### src/rtl/ide_pio_pkg.sv
package ide_pio_pkg;
  localparam int REG_W          = 16;
  localparam int EN_BIT         = 15;
  localparam int SEC_BIT        = 14;
  localparam int SAMP_LSB       = 12;
  localparam int REC_LSB        = 8;
  localparam int FIELD_W        = 2;
  localparam int GRP_STRIDE     = 4;
  localparam int FAST_OFS       = 0;
  localparam int IORDY_OFS      = 1;
  localparam int DRV_SEL_BIT    = 4;
  localparam logic [2:0] DRVHEAD_OFS = 3'd6;
  localparam int SAMPLE_LONGEST = 5;
  localparam int REC_LONGEST    = 4;
  localparam int COMPAT_ACT     = 8;
  localparam int COMPAT_REC     = 10;

  typedef enum logic [1:0] {
    ST_IDLE   = 2'd0,
    ST_ACTIVE = 2'd1,
    ST_RECOV  = 2'd2
  } seq_state_e;
endpackage

### src/rtl/ide_addr_decode.sv
module ide_addr_decode #(
  parameter int ADDR_W  = 10,
  parameter int PRI_CMD = 'h1F0,
  parameter int PRI_CTL = 'h3F6,
  parameter int SEC_CMD = 'h170,
  parameter int SEC_CTL = 'h376
) (
  input  logic [ADDR_W-1:0] addr,
  input  logic              chan_en,
  input  logic              use_sec,
  output logic              hit_cmd,
  output logic              hit_ctl,
  output logic [2:0]        ofs
);
  localparam logic [ADDR_W-1:0] PCMD = ADDR_W'(PRI_CMD);
  localparam logic [ADDR_W-1:0] PCTL = ADDR_W'(PRI_CTL);
  localparam logic [ADDR_W-1:0] SCMD = ADDR_W'(SEC_CMD);
  localparam logic [ADDR_W-1:0] SCTL = ADDR_W'(SEC_CTL);

  logic [ADDR_W-1:0] cmd_base;
  logic [ADDR_W-1:0] ctl_port;

  always_comb begin
    cmd_base = use_sec ? SCMD : PCMD;
    ctl_port = use_sec ? SCTL : PCTL;
    hit_cmd  = chan_en && (addr[ADDR_W-1:3] == cmd_base[ADDR_W-1:3]);
    hit_ctl  = chan_en && (addr == ctl_port);
    ofs      = addr[2:0];
  end
endmodule

### src/rtl/ide_timing_select.sv
module ide_timing_select
  import ide_pio_pkg::*;
#(
  parameter int CNT_W   = 4,
  parameter int NUM_DRV = 2,
  parameter int DRV_W   = 1
) (
  input  logic [NUM_DRV-1:0] fast_bits,
  input  logic [NUM_DRV-1:0] iordy_bits,
  input  logic [DRV_W-1:0]   drive,
  input  logic [FIELD_W-1:0] samp_code,
  input  logic [FIELD_W-1:0] rec_code,
  output logic [CNT_W-1:0]   act_len,
  output logic [CNT_W-1:0]   rec_len,
  output logic               iordy_en
);
  logic use_fast;

  always_comb begin
    use_fast = fast_bits[drive];
    iordy_en = iordy_bits[drive];
    if (use_fast) begin
      act_len = CNT_W'(SAMPLE_LONGEST) - CNT_W'(samp_code);
      rec_len = CNT_W'(REC_LONGEST) - CNT_W'(rec_code);
    end else begin
      act_len = CNT_W'(COMPAT_ACT);
      rec_len = CNT_W'(COMPAT_REC);
    end
  end
endmodule

### src/rtl/ide_strobe_seq.sv
module ide_strobe_seq
  import ide_pio_pkg::*;
#(
  parameter int CNT_W  = 4,
  parameter int DATA_W = 16
) (
  input  logic              clk,
  input  logic              rst_n,
  input  logic              start,
  input  logic              start_we,
  input  logic              start_cmd,
  input  logic              start_ctl,
  input  logic [2:0]        start_ofs,
  input  logic [DATA_W-1:0] start_wdata,
  input  logic [CNT_W-1:0]  act_len,
  input  logic [CNT_W-1:0]  rec_len,
  input  logic              iordy_en,
  input  logic              iordy,
  input  logic [DATA_W-1:0] rdata,
  output logic              idle,
  output logic              cs_cmd,
  output logic              cs_ctl,
  output logic [2:0]        bus_ofs,
  output logic [DATA_W-1:0] bus_wdata,
  output logic              rd_stb,
  output logic              wr_stb,
  output logic              rsp_valid,
  output logic [DATA_W-1:0] rsp_data
);
  seq_state_e        state_q;
  logic [CNT_W-1:0]  cnt_q;
  logic [CNT_W-1:0]  act_q;
  logic [CNT_W-1:0]  rec_q;
  logic              ien_q;
  logic              we_q;

  always_ff @(posedge clk or negedge rst_n) begin
    if (!rst_n) begin
      state_q   <= ST_IDLE;
      cnt_q     <= '0;
      act_q     <= '0;
      rec_q     <= '0;
      ien_q     <= 1'b0;
      we_q      <= 1'b0;
      cs_cmd    <= 1'b0;
      cs_ctl    <= 1'b0;
      bus_ofs   <= '0;
      bus_wdata <= '0;
      rsp_valid <= 1'b0;
      rsp_data  <= '0;
    end else begin
      rsp_valid <= 1'b0;
      unique case (state_q)
        ST_IDLE: begin
          if (start) begin
            state_q   <= ST_ACTIVE;
            cnt_q     <= CNT_W'(1);
            act_q     <= act_len;
            rec_q     <= rec_len;
            ien_q     <= iordy_en;
            we_q      <= start_we;
            cs_cmd    <= start_cmd;
            cs_ctl    <= start_ctl;
            bus_ofs   <= start_ofs;
            bus_wdata <= start_wdata;
          end
        end
        ST_ACTIVE: begin
          if (cnt_q < act_q) begin
            cnt_q <= cnt_q + CNT_W'(1);
          end else if (!(ien_q && !iordy)) begin
            state_q <= ST_RECOV;
            cnt_q   <= CNT_W'(1);
            if (!we_q) begin
              rsp_valid <= 1'b1;
              rsp_data  <= rdata;
            end
          end
        end
        ST_RECOV: begin
          if (cnt_q < rec_q) begin
            cnt_q <= cnt_q + CNT_W'(1);
          end else begin
            state_q   <= ST_IDLE;
            cs_cmd    <= 1'b0;
            cs_ctl    <= 1'b0;
            bus_ofs   <= '0;
            bus_wdata <= '0;
          end
        end
        default: state_q <= ST_IDLE;
      endcase
    end
  end

  assign idle   = (state_q == ST_IDLE);
  assign rd_stb = (state_q == ST_ACTIVE) && !we_q;
  assign wr_stb = (state_q == ST_ACTIVE) && we_q;
endmodule

### src/rtl/ide_pio_timing_ctl.sv
module ide_pio_timing_ctl
  import ide_pio_pkg::*;
#(
  parameter int ADDR_W  = 10,
  parameter int DATA_W  = 16,
  parameter int NUM_DRV = 2
) (
  input  logic              clk,
  input  logic              rst_n,
  input  logic              cfg_wr_en,
  input  logic [REG_W-1:0]  cfg_wr_data,
  output logic [REG_W-1:0]  cfg_rd_data,
  input  logic              req_valid,
  output logic              req_ready,
  input  logic              req_write,
  input  logic [ADDR_W-1:0] req_addr,
  input  logic [DATA_W-1:0] req_wdata,
  output logic              rsp_valid,
  output logic [DATA_W-1:0] rsp_data,
  output logic              busy,
  output logic              ide_cs_cmd,
  output logic              ide_cs_ctl,
  output logic [2:0]        ide_addr,
  output logic              ide_rd,
  output logic              ide_wr,
  output logic [DATA_W-1:0] ide_wdata,
  input  logic [DATA_W-1:0] ide_rdata,
  input  logic              ide_iordy
);
  localparam int LONGEST = (COMPAT_ACT > COMPAT_REC) ? COMPAT_ACT : COMPAT_REC;
  localparam int CNT_W   = $clog2(LONGEST + 1);
  localparam int DRV_W   = (NUM_DRV > 1) ? $clog2(NUM_DRV) : 1;

  logic [REG_W-1:0]   ctrl_q;
  logic [DRV_W-1:0]   drive_q;
  logic               hit_cmd, hit_ctl;
  logic [2:0]         ofs;
  logic               seq_idle;
  logic               accept, start;
  logic [NUM_DRV-1:0] fast_bits, iordy_bits;
  logic [CNT_W-1:0]   act_len, rec_len;
  logic               iordy_en;

  always_ff @(posedge clk or negedge rst_n) begin
    if (!rst_n) ctrl_q <= '0;
    else if (cfg_wr_en) ctrl_q <= cfg_wr_data;
  end
  assign cfg_rd_data = ctrl_q;

  ide_addr_decode #(.ADDR_W(ADDR_W)) i_dec (
    .addr    (req_addr),
    .chan_en (ctrl_q[EN_BIT]),
    .use_sec (ctrl_q[SEC_BIT]),
    .hit_cmd (hit_cmd),
    .hit_ctl (hit_ctl),
    .ofs     (ofs)
  );

  assign req_ready = seq_idle;
  assign busy      = !seq_idle;
  assign accept    = req_valid && req_ready;
  assign start     = accept && (hit_cmd || hit_ctl);

  always_ff @(posedge clk or negedge rst_n) begin
    if (!rst_n) drive_q <= '0;
    else if (start && req_write && hit_cmd && (ofs == DRVHEAD_OFS))
      drive_q <= DRV_W'(req_wdata[DRV_SEL_BIT +: DRV_W]);
  end

  for (genvar d = 0; d < NUM_DRV; d++) begin : g_grp
    assign fast_bits[d]  = ctrl_q[GRP_STRIDE*d + FAST_OFS];
    assign iordy_bits[d] = ctrl_q[GRP_STRIDE*d + IORDY_OFS];
  end

  ide_timing_select #(.CNT_W(CNT_W), .NUM_DRV(NUM_DRV), .DRV_W(DRV_W)) i_tsel (
    .fast_bits  (fast_bits),
    .iordy_bits (iordy_bits),
    .drive      (drive_q),
    .samp_code  (ctrl_q[SAMP_LSB +: FIELD_W]),
    .rec_code   (ctrl_q[REC_LSB +: FIELD_W]),
    .act_len    (act_len),
    .rec_len    (rec_len),
    .iordy_en   (iordy_en)
  );

  ide_strobe_seq #(.CNT_W(CNT_W), .DATA_W(DATA_W)) i_seq (
    .clk         (clk),
    .rst_n       (rst_n),
    .start       (start),
    .start_we    (req_write),
    .start_cmd   (hit_cmd),
    .start_ctl   (hit_ctl),
    .start_ofs   (ofs),
    .start_wdata (req_wdata),
    .act_len     (act_len),
    .rec_len     (rec_len),
    .iordy_en    (iordy_en),
    .iordy       (ide_iordy),
    .rdata       (ide_rdata),
    .idle        (seq_idle),
    .cs_cmd      (ide_cs_cmd),
    .cs_ctl      (ide_cs_ctl),
    .bus_ofs     (ide_addr),
    .bus_wdata   (ide_wdata),
    .rd_stb      (ide_rd),
    .wr_stb      (ide_wr),
    .rsp_valid   (rsp_valid),
    .rsp_data    (rsp_data)
  );
endmodule

### config.mk
export PLATFORM = sky130hd
export DESIGN_NAME = ide_pio_timing_ctl
export DESIGN_NICKNAME = d
export VERILOG_FILES = /design/src/rtl/ide_pio_pkg.sv /design/src/rtl/ide_addr_decode.sv /design/src/rtl/ide_timing_select.sv /design/src/rtl/ide_strobe_seq.sv /design/src/rtl/ide_pio_timing_ctl.sv
export SDC_FILE = /design/constraint.sdc
export NUM_CORES = 1
export LEC_CHECK = 0
export ABC_AREA = 1
export BUFFER_PORTS_ARGS = -buffer_cell sky130_fd_sc_hd__clkbuf_2
export CORE_UTILIZATION = 45
export DETAILED_ROUTE_END_ITERATION = 10
export PLACE_DENSITY = 0.88
export SLEW_MARGIN = 15
export SYNTH_ARGS = -nofsm -noshare
export SYNTH_HDL_FRONTEND = slang
export SYNTH_SLANG_ARGS = --single-unit
### constraint.sdc
create_clock -name clk -period 1.8 [get_ports clk]
set_clock_uncertainty 0.2 [all_clocks]
set_input_delay 0.18 -clock clk [delete_from_list [all_inputs] [get_ports clk]]
set_output_delay 0.18 -clock clk [all_outputs]
set_load 0.01 [all_outputs]
Word level (Yosys, flattened, before mapping)
Index checks and enable logic that the tools add are counted.
Storage, ports and cells
  flip-flop bits (word level): 71
  input port bits: 64
  output and inout bits: 58
  logic and storage cells: 89
Cells by class
  add/sub/neg operators: 3
  $lt $le $gt $ge: 3
  equal/unequal tests: 11
  mux-type cells: 33
  bitwise operators: 3
  reduce and logical (&&, ||, !) cells: 22
Operators with widths (count)
  two-way mux 16 bit: 2
  one-hot mux 16 bit (2 select lines): 1
  two-way mux 4 bit: 6
  two-way mux 8 bit: 2
  one-hot mux 4 bit (3 select lines): 1
  AND reduction 4 bit: 3
  two-way mux 1 bit: 11
  equality test 10 bit: 1
  logical AND 1 bit: 10
  < comparator 4 bit: 2
  two-way mux 2 bit: 4
  subtractor 3 x 2 -> 4 bit (first input constant): 2
  equality test 7 bit: 1
  two-way mux 3 bit: 2
  != test 2 bit (second input constant): 3
  one-hot mux 2 bit (3 select lines): 1
  one-hot mux 3 bit (2 select lines): 1
  adder 4 x 1 -> 4 bit (second input constant): 1
  != test 2 x 1 -> 1 bit (second input constant): 2
  one-hot mux 1 bit (2 select lines): 2
  equality test 3 bit (second input constant): 1
  zero test 1 bit: 3
  != test 3 x 2 -> 1 bit (second input constant): 1
  inverter 1 bit: 3
  9 further kinds: 9

Longest topological paths before layout
Gate-level depths: netlist of the first run.
  depth in word-level cells: 8
  depth in mapped cells: 12

Cells and area by module
Synthesis of the first run repeated with hierarchy kept, for this count alone.
Unflattened totals
  cell total of the unflattened synthesis: 386
  area total of the unflattened synthesis: 3498.4 um^2
Modules (own cells, without submodules)
  ide_strobe_seq: times used 1, cells an instance 296, area each 2553.7 um^2, seq. area each 1351.3 um^2
  ide_pio_timing_ctl: times used 1, cells an instance 47, area each 723.2 um^2, seq. area each 425.4 um^2
  ide_timing_select: times used 1, cells an instance 21, area each 122.6 um^2, seq. area each 0.0 um^2
  ide_addr_decode: times used 1, cells an instance 22, area each 98.8 um^2, seq. area each 0.0 um^2

Worst setup path before layout of the first run
OpenSTA, ideal clock, no wires.
  kind: register -> register
  start point: register i_seq.state_q[0]
  end point: register i_seq.bus_ofs[1]
  setup time: 0.117 ns
  arrival: 1.461 ns
  data required time: 1.483 ns
  setup slack: 0.022 ns
  stages on the path, launching flop included: 12
  buffers on the path: 2
  period minus slack after synthesis: 1.778 ns
  path through: dfrtp_1 inv_1 ha_1 buf_6 nand2_1 inv_1 nand2_4 nand2_8 nand3_4 buf_6 nand2_1 nand2_1
On the way
  word-level cells in the longest chain between the ends: 5
  elaborated cells between the ends (all ways): 9
  those cells by class: eq/ne (3); mux (1); reduce/logical (5)
Ends and longest elaborated chain
  start: declaration: line ide_strobe_seq.sv:30  | seq_state_e state_q;
  start signal: assignment: line ide_strobe_seq.sv:39  | state_q <= ST_IDLE;
  start signal: assignment: line ide_strobe_seq.sv:56  | state_q <= ST_ACTIVE;
  start signal: assignment: line ide_strobe_seq.sv:72  | state_q <= ST_RECOV;
  zero test 2 bit *: line ide_strobe_seq.sv:96  | assign idle = (state_q == ST_IDLE);
  net req_ready: line ide_pio_timing_ctl.sv:14  | output logic req_ready,
  logical AND 1 bit: line ide_pio_timing_ctl.sv:61  | assign accept = req_valid && req_ready;
  logical AND 1 bit: line ide_pio_timing_ctl.sv:62  | assign start = accept && (hit_cmd || hit_ctl);
  != test 2 x 1 -> 1 bit (no source line)
  AND reduction 3 bit (no source line)
  end signal: assignment: line ide_strobe_seq.sv:64  | bus_ofs <= start_ofs;
  end: declaration: line ide_strobe_seq.sv:23  | output logic [2:0] bus_ofs,
The timed path passes the listed nets; every way through them passes the cells marked *.
A chain may end at the register's enable or synchronous reset.

Final worst setup path of the first run
  start point: register i_seq.cnt_q[3]
  end point: register i_seq.bus_wdata[3]
On the way
  word-level cells in the longest chain between the ends: 3
Ends and longest elaborated chain
  start: declaration: line ide_strobe_seq.sv:31  | logic [CNT_W-1:0] cnt_q;
  start signal: assignment: line ide_strobe_seq.sv:70  | cnt_q <= cnt_q + CNT_W'(1);
  start signal: assignment: line ide_strobe_seq.sv:82  | cnt_q <= cnt_q + CNT_W'(1);
  < comparator 4 bit: line ide_strobe_seq.sv:81  | if (cnt_q < rec_q) begin
  != test 2 bit (no source line)
  AND reduction 3 bit (no source line)
  end signal: assignment: line ide_strobe_seq.sv:65  | bus_wdata <= start_wdata;
  end: declaration: line ide_strobe_seq.sv:24  | output logic [DATA_W-1:0] bus_wdata,
No other way between the ends.

==> impl_metrics.yaml, run 1 <==
finish:
  drive_gt1_frac: 0.4706
  area_delta_synth_final_pct: 60.29
  fin_nets: 648
  seq_area_um2: 1752
  multi_input_area_um2: 1660
  antenna_cells: 0
  n_fill_cell: 434
synth:
  synth_area_leader_cell: "dfrtp_1"
  ys_seq_area_frac: 0.5289
  synthTopCellsByArea: "dfrtp_1 (53%), nand2_1 (17%), nand4_1 (4.7%), ha_1 (4.2%), inv_1 (4.0%)"
  synth-async-reset-ratio: 1.000
  ys.flop_type: "dfrtp_1"
  synth_area_um2: 3312
  netlist_instances: 374
  synth_common_cells: "nand2_1 (149), dfrtp_1 (70), inv_1 (35)"
  syn_nets: 449
  yosysTopAreaCellShare: 0.5289
  yosysMostFrequentCell: "nand2_1"
  synth.avg_cell_area_um2: 8.855
  ys_ff_latch: 70
  synth_warnings: 0
  synth_edf_count: 0
  synth.distinct_cells: 26
drt:
  firstDrtPassIters: 5
  via_count: 3625
  wl_per_cell_um: 17.16
  wirelength_um: 11570
  ant_nets: 0
  routed_via_density: 5.378
  drc: 0
  initialDrtViolationCount: 228
global_route:
  grt_antenna_before_repair: 0
  grt_pass1_vias: 3466
  grt_usage: 0.2803
  grt_pass1_wl_um: 16240
  grt_max_degree: 36
  grt_overflow_total: 0
sta:
  relSlewSlack: 0.7054
  setup_slack_ns: -0.08931
  fin_crit_ns: 1.889
  tightest_slew_ns: 0.4420
  setup_violations: 21
  final-max-slew-violation-count: 0
  period_share: 1.050
  hold_violations: 0
  fmax_mhz: 529.3
  rsz0062_at_grt: "yes"
clock_tree:
  cts.sinks: 70
  cts_buffers: 9
  cts_max_level: 3
  cts_root_buf: "clkbuf_8"
  cts_max_path_buffers: 2
  clock_latency_ns: 0.36
  clk_pin_slew_ns: 0.09
  cts_tree: "yes"
critical_path:
  worstSetupEndpointType: "flop"
  cp-start-kind: "flop"
  crit_chain: "ha_4 -> nand2_2 -> inv_2 -> nand2_2 -> nand2_2 -> inv_2 -> nand2_4 -> buf_12 -> nand3_4 -> nand2_1 -> nand2_1"
  path_max_fanout: 5
  crit_path_frequent_cell: "nand2_2"
  critPathArrivalTime_ns: 1.93
  r2r_start: "i_seq.cnt_q[3]$_DFFE_PN0P_"
  setup.worst_path.start: "i_seq.cnt_q[3]$_DFFE_PN0P_"
  slowest_delay_ns: 0.43
  worstSetupPathType: "reg -> reg"
  cp_slowest_cell: "dfrtp_1"
  worstPathRequired_ns: 1.84
die:
  ios: 122
  start_util: 0.4769
  rows: 30
  chipHeight_um: 87.79
  die_area_um2: 7707
  core_um2: 6944
  die_x_um: 87.79
min_path:
  hold_class: "in -> reg"
  worstHoldStart: "req_valid"
place:
  place_congestion: 0.8407
  port_buffers: 121
  hpwl_um: 6064
  place_ws_ns: -0.09422
power:
  totalPowerFinal_mw: 4.423
  irDropWorstVdd_uv: 603.9
  p_leak_nw: 2.842
  power.density_nw_per_um2: 833.2
job:
  cap_violations: 0
outcome:
  status: "finished with violations"
  violations: "setup timing"
==> placed cells by master (no fill, tap or decap), types with 12 or more instances in the layout <==
master	instances
inv_1	25
buf_4	19
dlygate4sd3_1	51
nand2_1	92
nand2_4	14
nand4_1	25
inv_2	12
dfrtp_1	70
clkbuf_2	115
o21ai_0	14
nand2_2	46
==> final timing paths <==
path	slack (ns)	cells after the start	end
max	-0.09	11	i_seq.bus_wdata[3]$_DFFE_PN0P_
max in group asynchronous	0.83	3	i_seq.bus_wdata[7]$_DFFE_PN0P_
max reg2reg	-0.09	11	i_seq.bus_wdata[3]$_DFFE_PN0P_
min	0.01	5	drive_q$_DFFE_PN0P_
min reg2reg	0.28	2	i_seq.bus_wdata[15]$_DFFE_PN0P_
min in group asynchronous	0.04	2	i_seq.bus_ofs[2]$_DFFE_PN0P_
==> critical path, delay by kind of cell (launching register included) <==
kind	cells	cell delay, ns
simple gates	7	0.58
flops	1	0.43
fa+ha+maj	1	0.33
buf+inv	3	0.23
==> cell type report <==
type                            count  area share
Multi-Input combinational cell    252      0.3128
Inverter                           39     0.02922
Clock inverter                      6    0.008485
Sequential cell                    70      0.3300
Timing Repair Buffer              201      0.2710
Clock buffer                       10     0.02593
Tap cell                           96     0.02263
==> sequential cells by signal, indices dropped and copies added, names as in the netlist <==
register and cells:
cfg_rd_data 16, i_seq.bus_wdata 16, i_seq.rsp_data 16, i_seq.cnt_q 4, i_seq.rec_q 4, i_seq.act_q 3, i_seq.bus_ofs 3, i_seq.state_q 2
drive_q 1, i_seq.cs_cmd 1, i_seq.cs_ctl 1, i_seq.ien_q 1, i_seq.rsp_valid 1, i_seq.we_q 1
==> cell families after synthesis <==
group | synth area share
fa+ha+maj | 0.04156
flops | 0.5289
buf+inv | 0.08047
mux | 0.03400
simple gates | 0.2671
compound gates | 0.04798
==> through the flow <==
step / utilization / hold slack [ns] / TNS, ns / std cells / cell area [µm²]
finish: 0.7645 / 0.01418 / -0.5743 / 674 / 5309
global route: 0.7645 / 0.04138 / -2.530 / 674 / 5309
CTS: 0.7020 / 0.01682 / -0.02674 / 667 / 4875
detailed placement: 0.5868 / -0.1184 / -1.652 / 594 / 4075
global placement: 0.5868 / -0.1219 / 0 / 594 / 4075
floorplan: - / -0.3156 / 0 / 374 / 3312
==> routing by layer <==
| metal | up-vias | track usage | share of wire |
|---|---|---|---|
| li1 | 1601 | - | - |
| met1 | 1713 | 0.3061 | 0.36 |
| met2 | 253 | 0.5130 | 0.53 |
| met3 | 58 | 0.07634 | 0.071 |
| met4 | 0 | 0.1118 | 0.045 |
| met5 | - | 0 | 0 |
==> report_power, final <==
| group | internal (mW) | switching [mW] | leakage (nW) |
|---|---|---|---|
| Combinational | 0.582 | 0.872 | 1.84 |
| Sequential | 1.68 | 0.0884 | 0.912 |
| Clock | 0.541 | 0.658 | 0.0849 |
| Total | 2.81 | 1.62 | 2.84 |
==> timing repair <==
item,4_1_cts,5_1_grt
endpoints found under the setup margin,46,54
gates cloned,1,3
hold endpoints to repair,123,0
hold buffers,53,0
setup buffers,4,6
pin swaps,4,33
resized for setup,13,110
No activity file was read; power rests on OpenSTA's default activity.
==> run 2: changes to the inputs <==
--- a/config.mk
+++ b/config.mk
@@ -9,6 +9,7 @@
 export BUFFER_PORTS_ARGS = -buffer_cell sky130_fd_sc_hd__clkbuf_2
 export CORE_UTILIZATION = 45
 export DETAILED_ROUTE_END_ITERATION = 10
+export MAX_ROUTING_LAYER = met4
 export PLACE_DENSITY = 0.88
 export SLEW_MARGIN = 15
 export SYNTH_ARGS = -nofsm -noshare
==> impl_metrics.yaml, run 2 (synthesis results as in run 1) <==
power:
  switching_share: 0.3233
  p_switching_mw: 1.420
  totalPowerFinal_mw: 4.393
  irDropWorstVdd_uv: 679.7
  p_comb_frac: 0.276
  p_leak_nw: 2.780
  p_int_mw: 2.972
  p_seq_frac: 0.400
  power.density_nw_per_um2: 861.3
  p_clk_frac: 0.323
min_path:
  hold_class: "in -> reg"
clock_tree:
  cts_max_level: 3
  cts_root_buf: "clkbuf_8"
  cts_buffers: 9
  clk_pin_slew_ns: 0.07
  cts_tree: "yes"
  cts.sinks: 70
  clock_latency_ns: 0.35
  cts_max_path_buffers: 2
drt:
  top_layer: "met4"
  drc: 0
  ant_nets: 0
  wl_met2_um: 5069
  routed_via_density: 5.007
  via_count: 3350
  wl_per_cell_um: 14.80
  wl_met1_um: 3921
  firstDrtPassIters: 4
  dr_wl_met3_um: 536
  initialDrtViolationCount: 205
  wirelength_um: 9899
global_route:
  grt_overflow_total: 0
  grt_pass1_vias: 3317
  grt_antenna_before_repair: 0
  grt_max_degree: 33
  grt_usage: 0.2740
  grt_pass1_wl_um: 15430
finish:
  final_cell_mix: "nand2_1 (131), clkbuf_2 (118), dfrtp_1 (70)"
  antenna_cells: 0
  fin_nets: 644
  area_delta_synth_final_pct: 53.99
  n_fill_cell: 469
  final_common_cell: "nand2_1"
  drive_gt1_frac: 0.3997
critical_path:
  cp-start-kind: "flop"
  worstSetupEndpointType: "primary output"
  slowest_delay_ns: 0.39
  critPathArrivalTime_ns: 1.39
  path_max_fanout: 4
  worstSetupPathType: "reg -> out"
  path_delay_family: "buffers and inverters"
  cp_slowest_cell: "dfrtp_1"
  crit_chain: "buf_6 -> ha_2 -> buf_4 -> nand2_1 -> inv_1 -> buf_2"
  worstPathRequired_ns: 1.42
  crit_buf_inv: 4
place:
  hpwl_um: 5853
  port_buffers: 121
  place_ws_ns: -0.07604
  place_congestion: 0.8307
die:
  die_x_um: 87.79
  ios: 122
  rows: 30
  chipHeight_um: 87.79
  start_util: 0.4769
  die_area_um2: 7707
  core_um2: 6944
sta:
  hold_violations: 0
  setup_violations: 0
  holdWs_ns: 0.008887
  final-max-slew-violation-count: 0
  fmax_mhz: 563.9
  fin_crit_ns: 1.773
  relSlewSlack: 0.6866
  rsz0062_at_grt: "yes"
  period_share: 0.9852
  tightest_slew_ns: 0.4702
  setup_slack_ns: 0.02670
job:
  cap_violations: 0
outcome:
  status: "finished, final reports clean"
[run 2: cell types whose count changed in the layout (fill, tap and decap cells not counted), moves of 3 or more]
cell and delta:
a21oi_2 +4, nand2_1 +39, nand2_2 -29, nand2_4 -10, clkbuf_2 +3, buf_4 -4
nand3_2 +3
[run 2: repair_timing]
| action | CTS | global route |
|---|---|---|
| gates resized for setup | 7 | 57 |
| pin swaps | 1 | 14 |
| setup buffers | 0 | 3 |
| setup endpoints to repair | 41 | 52 |
| gates cloned | 1 | 3 |
| hold endpoints to repair | 123 | 0 |
| hold buffers | 53 | 0 |
[run 2: path summary, 6_finish.rpt]
kind	to	slack, ns	depth (start not counted)	start
max	ide_wr	0.03	6	i_seq.state_q[0]$_DFFE_PN0P_
min	drive_q$_DFFE_PN0P_	0.009	5	req_addr[0]
max reg2reg	i_seq.bus_wdata[5]$_DFFE_PN0P_	0.03	10	i_seq.cnt_q[3]$_DFFE_PN0P_
min reg2reg	i_seq.bus_wdata[7]$_DFFE_PN0P_	0.27	2	i_seq.bus_wdata[7]$_DFFE_PN0P_
max in group asynchronous	i_seq.rsp_data[12]$_DFFE_PN0P_	0.78	3	rst_n
min in group asynchronous	i_seq.bus_wdata[11]$_DFFE_PN0P_	0.05	2	rst_n
[run 2: worst reg2reg max path, stage by stage (launching register included)]
cell and delay, ns:
dfrtp_1 0.41, ha_4 0.32, nand2_2 0.06, inv_2 0.05, nand2_2 0.06, nand2_2 0.07
inv_2 0.04, nand2_4 0.12, nand3_2 0.19, nand2_1 0.11, nand2_1 0.05
[run 2: layout make-up]
class / count / area [µm²] / area share
repair buffers: 197 / 1378 / 0.2701
multi-input cells: 252 / 1478 / 0.2897
clock buffers: 10 / 137.6 / 0.02699
flip-flops and latches: 70 / 1752 / 0.3435
well taps: 96 / 120.1 / 0.02355
inverters: 39 / 151.4 / 0.02969
clock inverters: 5 / 83.83 / 0.01644
[run 2: stage by stage]
step | utilization | std cells | setup TNS [ns] | instance area [µm²]
finish | 0.7344 | 669 | 0 | 5100
global route | 0.7344 | 669 | -0.4161 | 5100
CTS | 0.7018 | 663 | 0 | 4873
detailed placement | 0.5868 | 594 | -1.197 | 4075
global placement | 0.5868 | 594 | 0 | 4075
floorplan | - | 374 | 0 | 3312
[run 2: power by group through the flow]
stage | clock (mW) | sequential [mW] | combinational [mW]
global route | 1.51 | 1.77 | 1.32
finish | 1.42 | 1.76 | 1.21
detailed placement | 0 | 1.78 | 0.925
CTS | 1.43 | 1.75 | 1.07
global placement | 0 | 1.78 | 0.902
floorplan | 0 | 1.81 | 0.581
[run 2: per-layer routing]
metal | vias up | GRT usage
met1 | 1577 | 0.3184
met5 | - | -
met2 | 147 | 0.4545
li1 | 1593 | -
met3 | 33 | 0.04618
met4 | 0 | 0.1446
==> run 3: changes to the inputs <==
--- a/config.mk
+++ b/config.mk
@@ -7,6 +7,7 @@
 export LEC_CHECK = 0
 export ABC_AREA = 1
 export BUFFER_PORTS_ARGS = -buffer_cell sky130_fd_sc_hd__clkbuf_2
+export CORE_MARGIN = 2
 export CORE_UTILIZATION = 45
 export DETAILED_ROUTE_END_ITERATION = 10
 export MAX_ROUTING_LAYER = met4
==> impl_metrics.yaml, run 3 (synthesis results as in run 1) <==
clock_tree:
  cts_max_path_buffers: 2
  cts_max_level: 3
  clock_latency_ns: 0.34
  cts_tree: "yes"
  cts.sinks: 70
  clk_pin_slew_ns: 0.08
  cts_root_buf: "clkbuf_8"
  cts_buffers: 9
drt:
  ant_nets: 0
  via_count: 3375
  drc: 0
  routed_via_density: 5.015
  wirelength_um: 10290
  wl_per_cell_um: 15.29
  initialDrtViolationCount: 359
  firstDrtPassIters: 5
sta:
  relSlewSlack: 0.6547
  tightest_slew_ns: 0.5179
  setup_slack_ns: -0.08617
  hold_violations: 0
  final-max-slew-violation-count: 0
  period_share: 1.048
  setup_violations: 6
  fin_crit_ns: 1.886
  rsz0062_at_grt: "yes"
  fmax_mhz: 530.2
critical_path:
  cp-start-kind: "flop"
  worstSetupPathType: "reg -> reg"
  worstSetupEndpointType: "flop"
  worstPathRequired_ns: 1.83
  critPathArrivalTime_ns: 1.91
  path_max_fanout: 4
finish:
  antenna_cells: 0
  drive_gt1_frac: 0.3659
  fin_area_um2: 5050
  final_cell_mix: "nand2_1 (140), clkbuf_2 (117), dfrtp_1 (70)"
  fin_util: 0.7037
  area_delta_synth_final_pct: 52.47
  final_common_cell: "nand2_1"
  n_fill_cell: 504
  fin_nets: 644
die:
  start_util: 0.4616
  rows: 31
  die_x_um: 89.79
  chipHeight_um: 89.79
  die_area_um2: 8062
  core_um2: 7176
  ios: 122
power:
  irDropWorstVdd_uv: 488.4
  p_leak_nw: 2.770
  power.density_nw_per_um2: 819.6
place:
  dpl_cell_area_um2: 4091
  hpwl_um: 6109
  place_congestion: 0.8724
  port_buffers: 121
outcome:
  status: "finished with violations"
  violations: "setup timing"
job:
  cap_violations: 0
global_route:
  grt_antenna_before_repair: 0
  grt_pass1_wl_um: 16220
  grt_usage: 0.2579
  grt_overflow_total: 0
  grt_max_degree: 37
  grt_pass1_vias: 3553
min_path:
  hold_class: "in -> reg"
==> run 3: power breakdown <==
group / internal (mW) / switching [mW]
sequential: 1.68 / 0.0810
clock: 0.532 / 0.587
combinational: 0.517 / 0.738
total: 2.73 / 1.41
==> run 3: layout make-up <==
cell class	instances	area, µm²	area share
clock buffer	12	145.1	0.02874
clock inverter	4	22.52	0.004460
inverter	39	158.9	0.03147
multi-input combinational	251	1441	0.2854
sequential	70	1752	0.3469
tap	99	123.9	0.02453
timing repair buffer	198	1406	0.2785
==> run 3: stage by stage <==
step | hold slack [ns] | cells | total power, mW | setup TNS, ns | setup WS (ns)
2_1_floorplan | -0.3156 | 374 | 2.391 | 0 | 0.02182
3_3_place_gp | -0.02104 | 597 | 2.696 | -0.1263 | -0.01236
3_5_place_dp | -0.01238 | 597 | 2.721 | -1.283 | -0.06755
4_1_cts | 0.04266 | 669 | 3.995 | 0 | 0.006764
5_1_grt | 0.1232 | 673 | 4.341 | -1.918 | -0.1172
6_report | 0.1028 | 673 | 4.139 | -0.1930 | -0.08617
==> run 3: final timing paths <==
path | startpoint | to | slack [ns] | cells after the start
worst min-delay path | req_addr[1] | drive_q$_DFFE_PN0P_ | 0.10 | 7
max in group asynchronous | rst_n | i_seq.rsp_data[10]$_DFFE_PN0P_ | 0.69 | 3
worst min register to register | i_seq.bus_wdata[15]$_DFFE_PN0P_ | i_seq.bus_wdata[15]$_DFFE_PN0P_ | 0.27 | 2
min in group asynchronous | rst_n | i_seq.state_q[0]$_DFFE_PN0P_ | 0.16 | 2
worst max register to register | i_seq.cnt_q[3]$_DFFE_PN0P_ | i_seq.state_q[1]$_DFFE_PN0P_ | -0.09 | 11
worst max-delay path | i_seq.cnt_q[3]$_DFFE_PN0P_ | i_seq.state_q[1]$_DFFE_PN0P_ | -0.09 | 11
==> run 3: worst max-delay path, cell delays in order, from the launching register on <==
cell and delay [ns]:
dfrtp_1 0.43, ha_4 0.31, nand2_1 0.05, inv_1 0.06, nand2_1 0.07, nand2_2 0.08, inv_2 0.05, nand2_4 0.10
buf_6 0.12, nand3_1 0.11, nand2_1 0.11, nand2_1 0.07
==> run 3: what timing repair did <==
action / in CTS / in global routing
gates cloned: 1 / 2
buffers inserted: 1 / 2
endpoints found under the hold margin: 111 / 0
gates resized for setup: 10 / 43
hold buffers: 54 / 0
pin swaps: 1 / 14
setup endpoints to repair: 30 / 51
==> run 3: per-layer routing <==
metal	up-vias	global-route usage	share of wire
met5	-	-	0
met3	30	0.04694	0.051
met2	156	0.4482	0.52
li1	1589	-	-
met4	0	0.1244	0.032
met1	1600	0.2879	0.40
